## src/rtl/acc_alu_pkg.sv

```systemverilog
package acc_alu_pkg;

    typedef enum logic [3:0] {
        OPC_ADD = 4'd0,
        OPC_SUB = 4'd1,
        OPC_AND = 4'd2,
        OPC_OR  = 4'd3,
        OPC_XOR = 4'd4,
        OPC_CMP = 4'd5,
        OPC_TST = 4'd6,
        OPC_ROL = 4'd7,
        OPC_ROR = 4'd8,
        OPC_DEC = 4'd9
    } acc_op_e;

    typedef enum logic [1:0] {
        BOP_AND = 2'd0,
        BOP_OR  = 2'd1,
        BOP_XOR = 2'd2
    } bit_op_e;

    typedef struct packed {
        logic z;
        logic s;
        logic c;
        logic ac;
    } acc_flags_t;

endpackage

```

## src/rtl/acc_alu_addsub.sv

```systemverilog
module acc_alu_addsub #(
    parameter int DATA_W = 8,
    parameter int NIB_W  = 4
) (
    input  logic [DATA_W-1:0] a,
    input  logic [DATA_W-1:0] b,
    input  logic              do_sub,
    output logic [DATA_W-1:0] res,
    output logic              carry,
    output logic              aux
);
    logic [DATA_W:0] full;
    logic [NIB_W:0]  low;

    always_comb begin
        if (do_sub) begin
            full = {1'b0, a} - {1'b0, b};
            low  = {1'b0, a[NIB_W-1:0]} - {1'b0, b[NIB_W-1:0]};
        end else begin
            full = {1'b0, a} + {1'b0, b};
            low  = {1'b0, a[NIB_W-1:0]} + {1'b0, b[NIB_W-1:0]};
        end
        res   = full[DATA_W-1:0];
        carry = full[DATA_W];
        aux   = low[NIB_W];
    end
endmodule

```

## src/rtl/acc_alu_bitops.sv

```systemverilog
module acc_alu_bitops
    import acc_alu_pkg::*;
#(
    parameter int DATA_W = 8
) (
    input  logic [DATA_W-1:0] a,
    input  logic [DATA_W-1:0] b,
    input  bit_op_e           sel,
    output logic [DATA_W-1:0] logic_res,
    output logic [DATA_W-1:0] rol_res,
    output logic [DATA_W-1:0] ror_res,
    output logic              rol_out,
    output logic              ror_out
);
    always_comb begin
        unique case (sel)
            BOP_AND: logic_res = a & b;
            BOP_OR:  logic_res = a | b;
            BOP_XOR: logic_res = a ^ b;
            default: logic_res = a & b;
        endcase
        rol_res = {a[DATA_W-2:0], a[DATA_W-1]};
        ror_res = {a[0], a[DATA_W-1:1]};
        rol_out = a[DATA_W-1];
        ror_out = a[0];
    end
endmodule

```

## src/rtl/acc_alu_decadj.sv

```systemverilog
module acc_alu_decadj #(
    parameter int DATA_W = 8,
    parameter int NIB_W  = 4
) (
    input  logic [DATA_W-1:0] a,
    input  logic              c_in,
    input  logic              ac_in,
    output logic [DATA_W-1:0] res,
    output logic              c_out,
    output logic              ac_out
);
    localparam int            HI_LSB  = NIB_W;
    localparam logic [NIB_W-1:0] DIG_MAX = NIB_W'(9);
    localparam logic [NIB_W-1:0] DIG_FIX = NIB_W'(6);

    logic              lo_fix;
    logic              hi_fix;
    logic [NIB_W:0]    lo_sum;
    logic [DATA_W-1:0] step1;

    always_comb begin
        lo_fix = (a[NIB_W-1:0] > DIG_MAX) || ac_in;
        lo_sum = {1'b0, a[NIB_W-1:0]} + (lo_fix ? {1'b0, DIG_FIX} : '0);
        step1  = a + (lo_fix ? DATA_W'(DIG_FIX) : '0);
        hi_fix = (step1[HI_LSB +: NIB_W] > DIG_MAX) || c_in;
        res    = step1 + (hi_fix ? (DATA_W'(DIG_FIX) << HI_LSB) : '0);
        c_out  = hi_fix ? 1'b1 : c_in;
        ac_out = lo_sum[NIB_W];
    end
endmodule

```

## src/rtl/acc_alu.sv

```systemverilog
module acc_alu
    import acc_alu_pkg::*;
#(
    parameter int DATA_W = 8,
    parameter int OP_W   = 4
) (
    input  logic              clk,
    input  logic              rst,
    input  logic              op_valid,
    input  logic [OP_W-1:0]   op_code,
    input  logic [DATA_W-1:0] operand,
    output logic [DATA_W-1:0] acc_q,
    output logic [DATA_W-1:0] acc_next,
    output logic              acc_we,
    output logic              flag_z,
    output logic              flag_s,
    output logic              flag_c,
    output logic              flag_ac
);
    localparam int NIB_W = DATA_W / 2;

    acc_flags_t        flags_q;
    acc_flags_t        flags_d;
    logic              flags_we;
    logic [DATA_W-1:0] acc_r;

    logic              as_sub;
    logic [DATA_W-1:0] as_res;
    logic              as_c;
    logic              as_ac;
    bit_op_e           bsel;
    logic [DATA_W-1:0] lg_res;
    logic [DATA_W-1:0] rl_res;
    logic [DATA_W-1:0] rr_res;
    logic              rl_c;
    logic              rr_c;
    logic [DATA_W-1:0] da_res;
    logic              da_c;
    logic              da_ac;

    acc_op_e           op;
    assign op = acc_op_e'(op_code);

    assign as_sub = (op == OPC_SUB) || (op == OPC_CMP);

    acc_alu_addsub #(.DATA_W(DATA_W), .NIB_W(NIB_W)) u_addsub (
        .a      (acc_r),
        .b      (operand),
        .do_sub (as_sub),
        .res    (as_res),
        .carry  (as_c),
        .aux    (as_ac)
    );

    always_comb begin
        unique case (op)
            OPC_OR:  bsel = BOP_OR;
            OPC_XOR: bsel = BOP_XOR;
            default: bsel = BOP_AND;
        endcase
    end

    acc_alu_bitops #(.DATA_W(DATA_W)) u_bitops (
        .a         (acc_r),
        .b         (operand),
        .sel       (bsel),
        .logic_res (lg_res),
        .rol_res   (rl_res),
        .ror_res   (rr_res),
        .rol_out   (rl_c),
        .ror_out   (rr_c)
    );

    acc_alu_decadj #(.DATA_W(DATA_W), .NIB_W(NIB_W)) u_decadj (
        .a      (acc_r),
        .c_in   (flags_q.c),
        .ac_in  (flags_q.ac),
        .res    (da_res),
        .c_out  (da_c),
        .ac_out (da_ac)
    );

    // Output process: select result, write intent and next flags.
    always_comb begin
        acc_next = acc_r;
        acc_we   = 1'b0;
        flags_we = 1'b0;
        flags_d  = flags_q;
        unique case (op)
            OPC_ADD, OPC_SUB: begin
                acc_next   = as_res;
                acc_we     = op_valid;
                flags_we   = op_valid;
                flags_d.c  = as_c;
                flags_d.ac = as_ac;
            end
            OPC_CMP: begin
                acc_next   = as_res;
                flags_we   = op_valid;
                flags_d.c  = as_c;
                flags_d.ac = as_ac;
            end
            OPC_AND, OPC_OR, OPC_XOR: begin
                acc_next   = lg_res;
                acc_we     = op_valid;
                flags_we   = op_valid;
                flags_d.c  = 1'b0;
                flags_d.ac = 1'b0;
            end
            OPC_TST: begin
                acc_next   = lg_res;
                flags_we   = op_valid;
                flags_d.c  = 1'b0;
                flags_d.ac = 1'b0;
            end
            OPC_ROL: begin
                acc_next   = rl_res;
                acc_we     = op_valid;
                flags_we   = op_valid;
                flags_d.c  = rl_c;
                flags_d.ac = 1'b0;
            end
            OPC_ROR: begin
                acc_next   = rr_res;
                acc_we     = op_valid;
                flags_we   = op_valid;
                flags_d.c  = rr_c;
                flags_d.ac = 1'b0;
            end
            OPC_DEC: begin
                acc_next   = da_res;
                acc_we     = op_valid;
                flags_we   = op_valid;
                flags_d.c  = da_c;
                flags_d.ac = da_ac;
            end
            default: begin
                acc_next = acc_r;
            end
        endcase
        flags_d.z = (acc_next == '0);
        flags_d.s = acc_next[DATA_W-1];
    end

    // Register process: accumulator and flags.
    always_ff @(posedge clk) begin
        if (rst) begin
            acc_r   <= '0;
            flags_q <= '0;
        end else begin
            if (acc_we)   acc_r   <= acc_next;
            if (flags_we) flags_q <= flags_d;
        end
    end

    assign acc_q   = acc_r;
    assign flag_z  = flags_q.z;
    assign flag_s  = flags_q.s;
    assign flag_c  = flags_q.c;
    assign flag_ac = flags_q.ac;
endmodule

```

## config.mk

```make
export PLATFORM = sky130hd
export DESIGN_NAME = acc_alu
export DESIGN_NICKNAME = d
export VERILOG_FILES = /design/src/rtl/acc_alu_pkg.sv /design/src/rtl/acc_alu_addsub.sv /design/src/rtl/acc_alu_bitops.sv /design/src/rtl/acc_alu_decadj.sv /design/src/rtl/acc_alu.sv
export SDC_FILE = /design/constraint.sdc
export NUM_CORES = 1
export LEC_CHECK = 0
export BUFFER_PORTS_ARGS = -buffer_cell sky130_fd_sc_hd__buf_2
export CAP_MARGIN = 20
export CORE_AREA = 2 2 74 76
export DETAILED_ROUTE_END_ITERATION = 7
export DIE_AREA = 0 0 76 78
export HOLD_SLACK_MARGIN = 0.15
export PLACE_DENSITY = 0.69
export SLEW_MARGIN = 20
export SYNTH_ARGS = -nofsm -noshare
export SYNTH_HDL_FRONTEND = slang
export SYNTH_HIERARCHICAL = 1
export SYNTH_SLANG_ARGS = --single-unit
export TNS_END_PERCENT = 100
```

## constraint.sdc

```tcl
create_clock -name clk -period 11.9 [get_ports clk]
set_input_delay 1.19 -clock clk [delete_from_list [all_inputs] [get_ports clk]]
set_output_delay 1.19 -clock clk [all_outputs]
set_load 0.1 [all_outputs]
```

* After elaboration in Yosys (flattened, before gate mapping)
Cells that the tools add are included.
** Storage, ports and cells
- Register bits :: 12
- Bits of input ports :: 15
- Output and inout port bits :: 21
- Logic and storage cells :: 53
** Cells by class
- Add/sub/neg operators :: 7
- Order comparisons :: 2
- Eq/ne operators :: 12
- Mux-type cells :: 12
- Bitwise gates (word level) :: 3
- Reductions and logical operators :: 12
** Operator list (number)
- 8-bit one-hot mux with 5 select lines :: 1
- 8-bit adder :: 2
- 4-bit by 3-bit equality test with 1-bit output (second input constant) :: 4
- 8-bit one-hot mux with 2 select lines :: 1
- 2-bit one-hot mux with 5 select lines :: 1
- 10-bit OR reduction :: 1
- 8-bit by 8-bit adder with 9-bit output :: 1
- 9-bit two-way mux :: 1
- 8-bit by 8-bit subtractor with 9-bit output :: 1
- 8-bit AND :: 1
- 4-bit by 2-bit equality test with 1-bit output (second input constant) :: 2
- 4-bit equality test (second input constant) :: 2
- 4-bit > comparator (second input constant) :: 2
- 8-bit zero test :: 1
- 8-bit OR :: 1
- 8-bit OR reduction :: 1
- 8-bit XOR :: 1
- 7-bit two-way mux :: 1
- 3-bit two-way mux :: 2
- 4-bit by 4-bit adder with 5-bit output :: 1
- 4-bit by 5-bit adder with 5-bit output :: 1
- 5-bit two-way mux :: 1
- 5-bit nonzero test :: 1
- 4-bit by 4-bit subtractor with 5-bit output :: 1
- other kinds (12) :: 16

* Logic depth before layout (Yosys ltp)
Gate-level depths: netlist of run 1.
- Depth after elaboration :: 10
- Mapped depth :: 18

* Hierarchy
The synthesis of run 1 kept the hierarchy.
** By module, submodules not included
- acc_alu :: instances 1, cells each 125, area an instance 1044.8 µm², sequential area each 240.2 µm²
- acc_alu_bitops :: instances 1, cells each 88, area an instance 616.8 µm², sequential area each 0.0 µm²
- acc_alu_addsub :: instances 1, cells each 77, area an instance 543.0 µm², sequential area each 0.0 µm²
- acc_alu_decadj :: instances 1, cells each 31, area an instance 269.0 µm², sequential area each 0.0 µm²

* Worst setup path after synthesis of run 1
OpenSTA, ideal clock, no wires.
- Path type :: input-to-output
- Start :: input op_code[3]
- End :: output acc_next[6]
- Arrival :: 5.529 ns
- Required time :: 10.710 ns
- Path slack :: 5.181 ns
- Stages on the path :: 15
- Cells stage by stage :: clkbuf_1 > clkbuf_1 > clkbuf_1 > nor2_1 > and2_1 > clkbuf_1 > nor2_1 > xnor2_1 > ha_1 > nor2b_4 > o31a_1 > or4_1 > o311ai_1 > a31oi_1 > a32oi_1
** RTL lines
- start: declaration :: RTL line acc_alu.sv:10 : input logic [OP_W-1:0] op_code,
- 4-bit by 1-bit equality test with 1-bit output / 4-bit by 3-bit equality test with 1-bit output (equally long branches) :: RTL line acc_alu.sv:44 : assign as_sub = (op == OPC_SUB) || (op == OPC_CMP);
- 1-bit logical OR (*) :: RTL line acc_alu.sv:44
- net as_sub :: RTL line acc_alu.sv:27 : logic as_sub;
- 9-bit two-way mux (*) :: RTL line acc_alu_addsub.sv:16 : if (do_sub) begin
- net as_res[6] :: RTL line acc_alu.sv:28 : logic [DATA_W-1:0] as_res;
- 8-bit one-hot mux with 5 select lines (*) :: RTL line acc_alu.sv:89 : unique case (op)
- end: declaration :: RTL line acc_alu.sv:13 : output logic [DATA_W-1:0] acc_next,
The timed path passes the listed nets; every way through them passes the cells marked *.

* Worst setup path after layout of run 1
- Start :: input op_code[3]
- End :: output acc_next[7]
Same word-level chain as after synthesis.

==> flow_summary.yaml, run 1 <==
route:
  drt-pass1-iter-count: 4
  drt-met1-wl_um: 2800
  finalWirelength_um: 5910
  ant_nets: 0
  wl_met2_um: 2850
  vias_per_cell: 5.66
  route.vias.total: 2229
  drc: 0
  dr_wl_met3_um: 227
  drt_iter0_drc: 185
  routedWlPerCell_um: 15.0
  top_layer_used: "met4"
grt:
  grtUsageTotal_pct: 20.0
  antenna_found_initial: 0
  overflow: 0
  grt_pass1_wl_um: 9830
  grt_pass1_vias: 2028
  grt_max_degree: 27
min_path:
  min_to: "flag_s"
  hp-class: "flip-flop to flip-flop"
  min_from: "flag_s"
  hold_path_depth: 2
clocking:
  clock_path_buffers: 2
  cts_hold_buf: 0
  cts_setup_buffers: 0
  cts_tree: "yes"
  cts_resized: 0
  clkTransAtPathRegs_ns: 0.05
  htreeDepth: 1
  cts-root-buf: "clkbuf_8"
  cts.sinks: 12
  clk_latency_ns: 0.24
  cts_buffers: 3
cells_and_area:
  final_common_cell: "buf_2"
  area_delta_synth_final_pct: 3.29
  layout-drive-gt1-share_pct: 18.2
  diodes: 0
  layout_common_cells: "buf_2 (35), inv_1 (34), ha_1 (30)"
  nNetsFinal: 374
worst_setup_path:
  reg2reg_slack_ns: 7.17
  reg2reg_from: "acc_q[2]"
  reg2reg_depth: 17
  crit_required_ns: 10.71
  startpoint_type: "input port"
  crit_arrival_ns: 4.96
  reg2reg_to: "flag_z"
  worstPathMaxFanout: 26
  critPathKind: "input port to output port"
  end_kind: "output port"
floorplanning:
  io_pins: 36
  die_x_um: 76
  die_h_um: 78
  rows: 26
  dieArea_um2: 5930
  core-area_um2: 5040
  initial_core_util_pct: 49.1
sta:
  finalClockSkew_ns: 0.00533
  relSlewSlack_pct: 57.1
  drv_slew: 0
  tightestPinTransition_ns: 0.643
  tns_ns: 0
  max_clock_freq_ghz: 0.163
  setup_viol: 0
  fin_crit_ns: 6.15
  postLayoutSetupSlackWorst_ns: 5.75
  rsz0062_at_grt: "no"
  fin_hold_ws_ns: 0.501
  finalCritPeriodShare_pct: 51.7
  finalHoldViolations: 0
logic_synthesis:
  yosys-top-cells-area: "ha_1 (15%), dfxtp_1 (9.7%), buf_4 (6.4%)"
  yosysTopAreaCell: "ha_1"
  synth_cells: 321
  ys.flop_type: "dfxtp_1"
  synth_area_per_cell_um2: 7.71
  seq_area_frac_synth_pct: 9.71
  yosysUniqueCellTypes: 56
  yosys_warnings: 6
  synth_fp_nets: 369
  synthArstFlopShare_pct: 0
  netlist_area_um2: 2470
  ys_ff_latch: 12
  synth_top_cell_area_share_pct: 15.2
  synth_edf_count: 0
pwr:
  p_leak_uw: 0.00118
  peakVddDrop_mv: 0.0792
  power_density_nw_per_um2: 85.2
place:
  pre_cts_slack_ns: 5.81
  gp_congestion: 0.877
  hpwl_um: 4600
  portBuffers: 35
status:
  outcome: "finished, final reports clean"
flow_run:
  max_cap_violations: 0
per-stage QoR:
| stage | cell area, µm² | total power (µW) | std cells | utilization (%) |
|---|---|---|---|---|
| after floorplan | 2470 | 163 | 321 | - |
| after global placement | 2510 | 179 | 391 | 49.9 |
| after detailed placement | 2510 | 181 | 391 | 49.9 |
| after CTS | 2550 | 218 | 394 | 50.7 |
| after global routing | 2550 | 231 | 394 | 50.7 |
| final | 2550 | 218 | 394 | 50.7 |
layer usage:
metal | track usage [%] | vias to the layer above
met3 | 2.09 | 7
met5 | 0 | -
li1 | - | 1103
met1 | 26.8 | 1071
met2 | 35.3 | 48
met4 | 3.27 | 0
cells by family (layout without fill, tap and decap cells):
family,after synthesis,in the layout,synth area share [%]
compound gates,70,70,21.9
mux,24,24,10.2
fa+ha+maj,33,33,17.6
simple gates,92,92,19.4
xor+xnor,19,19,6.73
flops,12,12,9.71
buf+inv,71,74,14.5
Yosys cell counts, types with 2 or more instances:
master     count
xor2_1         6
or4_1          2
mux2_2        10
a21bo_2        4
and2_1         3
nor2_1        24
dfxtp_1       12
buf_2          3
o21ai_0        4
a32oi_1        9
mux2i_1       14
xnor2_1       13
o311ai_1       2
a221o_1        2
fa_1           3
buf_4         21
clkbuf_1       8
nor2b_1        9
inv_1         34
a21oi_1        7
ha_1          30
a211oi_1       3
a31oi_1       17
o2bb2ai_1      3
nor3_1         7
or2_1          2
nand2b_1      13
o21a_1         4
a21bo_1        3
a21o_1         2
nand2_1       22
report_power, final:
group | internal, µW | switching (µW) | leakage (µW)
clock | 22.3 | 14.4 | 0.0000216
combinational | 40.7 | 90.4 | 0.00106
sequential | 42.7 | 7.04 | 0.0000981
total | 106 | 112 | 0.00118
worst max-delay path: stages:
cell and delay [ns]:
buf_2 0.24, nor2_1 0.22, and2_1 0.32, mux2_2 0.41, inv_1 0.06, ha_1 0.21
nor2b_1 0.14, o31ai_1 0.40, a31oi_1 0.17, xor2_1 0.16, or2_1 0.20, a31o_1 0.17
a222oi_1 0.60, nor2_1 0.11, buf_2 0.32
flip-flops by register name, indices dropped and copies added (netlist names):
| name | flops |
|---|---|
| flag_ac | 1 |
| flag_z | 1 |
| acc_q | 8 |
| flag_c | 1 |
| flag_s | 1 |
area by class of cell:
type	count	area (µm²)
Clock buffer	3	41.3
Fill cell	532	2490
Inverter	36	135
Multi-Input combinational cell	238	1880
Sequential cell	12	240
Tap cell	70	87.6
Timing Repair Buffer	35	175
worst max path at each step:
stage	start	to	slack, ns	depth (start not counted)
after floorplan	op_code[3]	acc_next[6]	5.18	15
after global routing	op_code[3]	acc_next[7]	5.57	15
after detailed placement	op_code[3]	acc_next[7]	5.81	15
after global placement	op_code[3]	acc_next[7]	6.00	15
after CTS	op_code[3]	acc_next[7]	5.79	15
final	op_code[3]	acc_next[7]	5.75	15
No activity file was read; power rests on OpenSTA's default activity.
==> run 2, diff against run 1 <==
- clock period: 11.9 -> 5.94 ns (I/O delays scaled with it)
==> run 2 against run 1 <==
Compared with the run above: first-iteration DRC count decreased by 11%; sequential power rose by 94%; flip-flop and latch count did not move; global-route usage shrank 0.17 points; via count fell by 0.76%; routed wire length decreased by 2.5%; clock-buffer cell count is the same; die area stayed put; clock power up 94%; critical endpoint unchanged; highest routed layer unchanged.
==> flow_summary.yaml, run 2 (same netlist as run 1, synthesis figures left out) <==
status:
  outcome: "finished, final reports clean"
min_path:
  hp-class: "flip-flop to flip-flop"
  min_from: "flag_z"
  hold_path_depth: 2
  min_to: "flag_z"
pwr:
  power_density_nw_per_um2: 168
  p_leak_uw: 0.00119
  total_power_uw: 433
  peakVddDrop_mv: 0.142
clocking:
  cts_resized: 0
  cts_setup_buffers: 0
  clock_path_buffers: 2
  cts_buffers: 3
  clk_latency_ns: 0.23
  htreeDepth: 1
  cts_tree: "yes"
  cts.sinks: 12
  cts-root-buf: "clkbuf_8"
  clkTransAtPathRegs_ns: 0.05
  cts_hold_buf: 0
cells_and_area:
  fin_cells: 396
  final_common_cell: "buf_2"
  nNetsFinal: 376
  fin_util_pct: 51.0
  layout_common_cells: "buf_2 (35), inv_1 (34), ha_1 (30)"
  area_delta_synth_final_pct: 3.89
  layout-drive-gt1-share_pct: 18.7
  largest_register_ffs: 8
  diodes: 0
worst_setup_path:
  reg2reg_slack_ns: 1.22
  reg2reg_from: "acc_q[1]"
  reg2reg_to: "flag_z"
  startpoint_type: "flip-flop"
  end_kind: "output port"
  reg2reg_depth: 17
  crit_required_ns: 5.35
  worstPathMaxFanout: 11
  crit_arrival_ns: 4.45
  critPathKind: "flip-flop to output port"
sta:
  finalHoldViolations: 0
  fin_crit_ns: 5.05
  rsz0062_at_grt: "no"
  tns_ns: 0
  setup_viol: 0
  relSlewSlack_pct: 58.2
  finalClockSkew_ns: 0.00272
  postLayoutSetupSlackWorst_ns: 0.895
  drv_slew: 0
  max_clock_freq_ghz: 0.198
  finalCritPeriodShare_pct: 84.9
  tightestPinTransition_ns: 0.627
route:
  vias_per_cell: 5.59
  drt-pass1-iter-count: 4
  routedWlPerCell_um: 14.6
  route.vias.total: 2212
  drt_iter0_drc: 164
  ant_nets: 0
  finalWirelength_um: 5760
  drc: 0
grt:
  grt_pass1_vias: 2095
  grt_max_degree: 27
  grtUsageTotal_pct: 19.8
  antenna_found_initial: 0
  overflow: 0
  grt_pass1_wl_um: 9830
floorplanning:
  core-area_um2: 5040
  rows: 26
  io_pins: 36
  die_x_um: 76
  die_h_um: 78
  initial_core_util_pct: 49.1
  dieArea_um2: 5930
flow_run:
  max_cap_violations: 0
place:
  hpwl_um: 4520
  pre_cts_slack_ns: 1.08
  portBuffers: 35
  post-place-cells: 393
  gp_congestion: 0.817
-- run 2: through the flow --
step / hold WS (ns) / cell area [µm²]
detailed placement: 0.491 / 2530
floorplan: 0.666 / 2470
global placement: 0.483 / 2530
global route: 0.511 / 2570
CTS: 0.505 / 2570
finish: 0.505 / 2570
-- run 2: report_power, final --
group	internal, µW	total, µW	switching (µW)
combinational	82.5	265	182
clock	44.4	71.3	26.9
sequential	85.6	96.7	11.1
-- run 2: worst max-delay path by stage --
stage / from / cells after the start / to / slack (ns)
6_report: acc_q[1] / 17 / acc_next[7] / 0.89
3_3_place_gp: op_code[3] / 15 / acc_next[7] / 1.22
4_1_cts: acc_q[1] / 17 / acc_next[7] / 0.91
5_1_grt: acc_q[1] / 17 / acc_next[7] / 0.62
2_1_floorplan: acc_q[2] / 16 / acc_next[6] / 0.16
3_5_place_dp: op_code[3] / 15 / acc_next[7] / 1.08
-- run 2: worst max-delay path, stage by stage (launching register included) --
cell and delay, ns:
dfxtp_1 0.54, o21ai_0 0.13, nand2b_1 0.16, ha_1 0.22, fa_1 0.23, and3_1 0.33
nor2_1 0.07, o2bb2ai_1 0.27, a221o_1 0.21, ha_1 0.14, inv_1 0.05, fa_1 0.39
xnor2_1 0.15, xnor2_1 0.15, mux2_2 0.26, a222oi_1 0.52, nor2_1 0.10, buf_2 0.31
-- run 2: layout make-up --
| type | count | area [µm²] |
|---|---|---|
| clock buffers | 3 | 41.3 |
| fillers | 523 | 2470 |
| inverters | 36 | 135 |
| multi-input cells | 238 | 1880 |
| flip-flops and latches | 12 | 240 |
| well taps | 70 | 87.6 |
| repair buffers | 37 | 190 |
-- run 2: per-layer routing --
layer / part of all wire, % / global-route usage, % / vias up
met5: 0 / 0 / -
met4: 0.28 / 1.82 / 0
met3: 3.1 / 2.91 / 2
met2: 48 / 35.0 / 38
met1: 48 / 26.6 / 1061
li1: - / - / 1111
==> run 3, diff against run 2 <==
- PLACE_DENSITY: 0.69 -> 0.72
- clock period: 5.94 -> 4.4 ns (I/O delays scaled with it)
==> run 3 against run 2 <==
Compared with the run above: flip-flop and latch count stayed put; non-clock buffer count is 13 higher; register-to-register slack worse by 1.0 ns; power is 46% higher; worst setup slack got worse by 0.68 ns; largest power group unchanged; clock-buffer cell count grew 1; critical path depth grew 2; clock power rose by 47%.
==> flow_summary.yaml, run 3 (same netlist as run 1, synthesis figures left out) <==
clocking:
  cts_hold_buf: 0
  cts.sinks: 12
  clkTransAtPathRegs_ns: 0.05
  clock_path_buffers: 2
  cts-root-buf: "clkbuf_8"
  htreeDepth: 1
  cts_tree: "yes"
  cts_buffers: 3
  clk_latency_ns: 0.24
route:
  routedWlPerCell_um: 14.6
  drt-pass1-iter-count: 4
  route.vias.total: 2269
  drt_iter0_drc: 147
  finalWirelength_um: 5970
  ant_nets: 0
  drc: 0
  vias_per_cell: 5.53
worst_setup_path:
  path_delay_family: "compound AO/OA/AOI/OAI gates"
  worstPathMaxFanout: 5
  crit_chain: "o21ai_1 > nand2b_1 > ha_2 > fa_2 > and3_4 > nand3_2 > o22ai_2 > a221o_1 > ha_1 > inv_1 > fa_2 > xnor2_2 > xnor2_1 > mux2_2 > a222oi_1 > buf_4 > buf_4 > or4b_1 > o41ai_2"
  crit_arrival_ns: 4.33
  critPathKind: "flip-flop to flip-flop"
  path_buf_inv: 3
  slowest_delay_ns: 0.45
  end_kind: "flip-flop"
  startpoint_type: "flip-flop"
  cpMaxStageDelayCell: "or4b_1"
  crit_required_ns: 4.55
grt:
  grt_pass1_wl_um: 10300
  grtUsageTotal_pct: 20.7
  antenna_found_initial: 0
  overflow: 0
  grt_pass1_vias: 2193
  grt_max_degree: 26
sta:
  finalHoldViolations: 0
  finalClockSkew_ns: 0.00216
  max_clock_freq_ghz: 0.239
  tns_ns: 0
  relSlewSlack_pct: 65.2
  rsz0062_at_grt: "no"
  setup_viol: 0
  tightestPinTransition_ns: 0.521
  finalCritPeriodShare_pct: 95.0
  drv_slew: 0
  fin_crit_ns: 4.18
  postLayoutSetupSlackWorst_ns: 0.219
min_path:
  hp-class: "input port to flip-flop"
pwr:
  p_leak_uw: 0.00128
  peakVddDrop_mv: 0.230
  power_density_nw_per_um2: 224
cells_and_area:
  largest_register_ffs: 8
  final_common_cell: "inv_1"
  nNetsFinal: 389
  seq_area_um2: 253
  diodes: 0
  area_delta_synth_final_pct: 13.9
  layout-drive-gt1-share_pct: 26.8
  fillCellCount: 482
  multi_input_area_um2: 1970
  layout_common_cells: "inv_1 (34), buf_2 (32), ha_1 (29)"
floorplanning:
  die_h_um: 78
  rows: 26
  io_pins: 36
  dieArea_um2: 5930
  core-area_um2: 5040
  initial_core_util_pct: 49.1
  die_x_um: 76
place:
  hpwl_um: 4720
  gp_congestion: 0.888
  pre_cts_slack_ns: 0.0374
  portBuffers: 35
status:
  outcome: "finished, final reports clean"
flow_run:
  max_cap_violations: 0
-- run 3: area by class of cell --
class / instances / area share (%)
multi-input combinational: 238 / 70.0
timing repair buffer: 50 / 11.5
sequential: 12 / 8.97
inverter: 36 / 4.80
tap: 70 / 3.11
clock buffer: 4 / 1.60
-- run 3: report_power, final --
part	leakage, µW	switching [µW]	internal (µW)
clock network	0.0000228	40.8	63.9
registers	0.000101	7.67	115
logic	0.00116	266	137
total	0.00128	314	316
-- run 3: path summary, 6_finish.rpt --
kind,startpoint,to,slack (ns),cells after the start
min reg2reg,flag_s,flag_s,0.51,2
min,op_valid,flag_ac,0.46,2
max,acc_q[2],flag_z,0.22,19
max reg2reg,acc_q[2],flag_z,0.22,19
-- run 3: metrics by stage --
stage                     hold WS (ns)  instances  area [µm²]  power [µW]  util (%)
final                            0.463        410        2820         630      55.9
after global routing             0.460        410        2820         672      55.9
after CTS                        0.452        409        2770         625      55.0
after detailed placement         0.486        403        2710         516      53.8
after global placement           0.485        403        2710         513      53.8
after floorplan                  0.512        321        2570         450         -
-- run 3: repair_timing --
action                     in CTS  in global routing
setup endpoints to repair       2                  3
pin swaps                       1                  1
gates resized for setup         0                 12
setup buffers                   2                  1
cloned                          0                  0
-- run 3: per-layer routing --
layer	GRT usage, %	share of wire (%)
met3	2.44	4.1
met4	2.18	0.49
met1	27.8	47
met5	0	0
met2	36.8	48
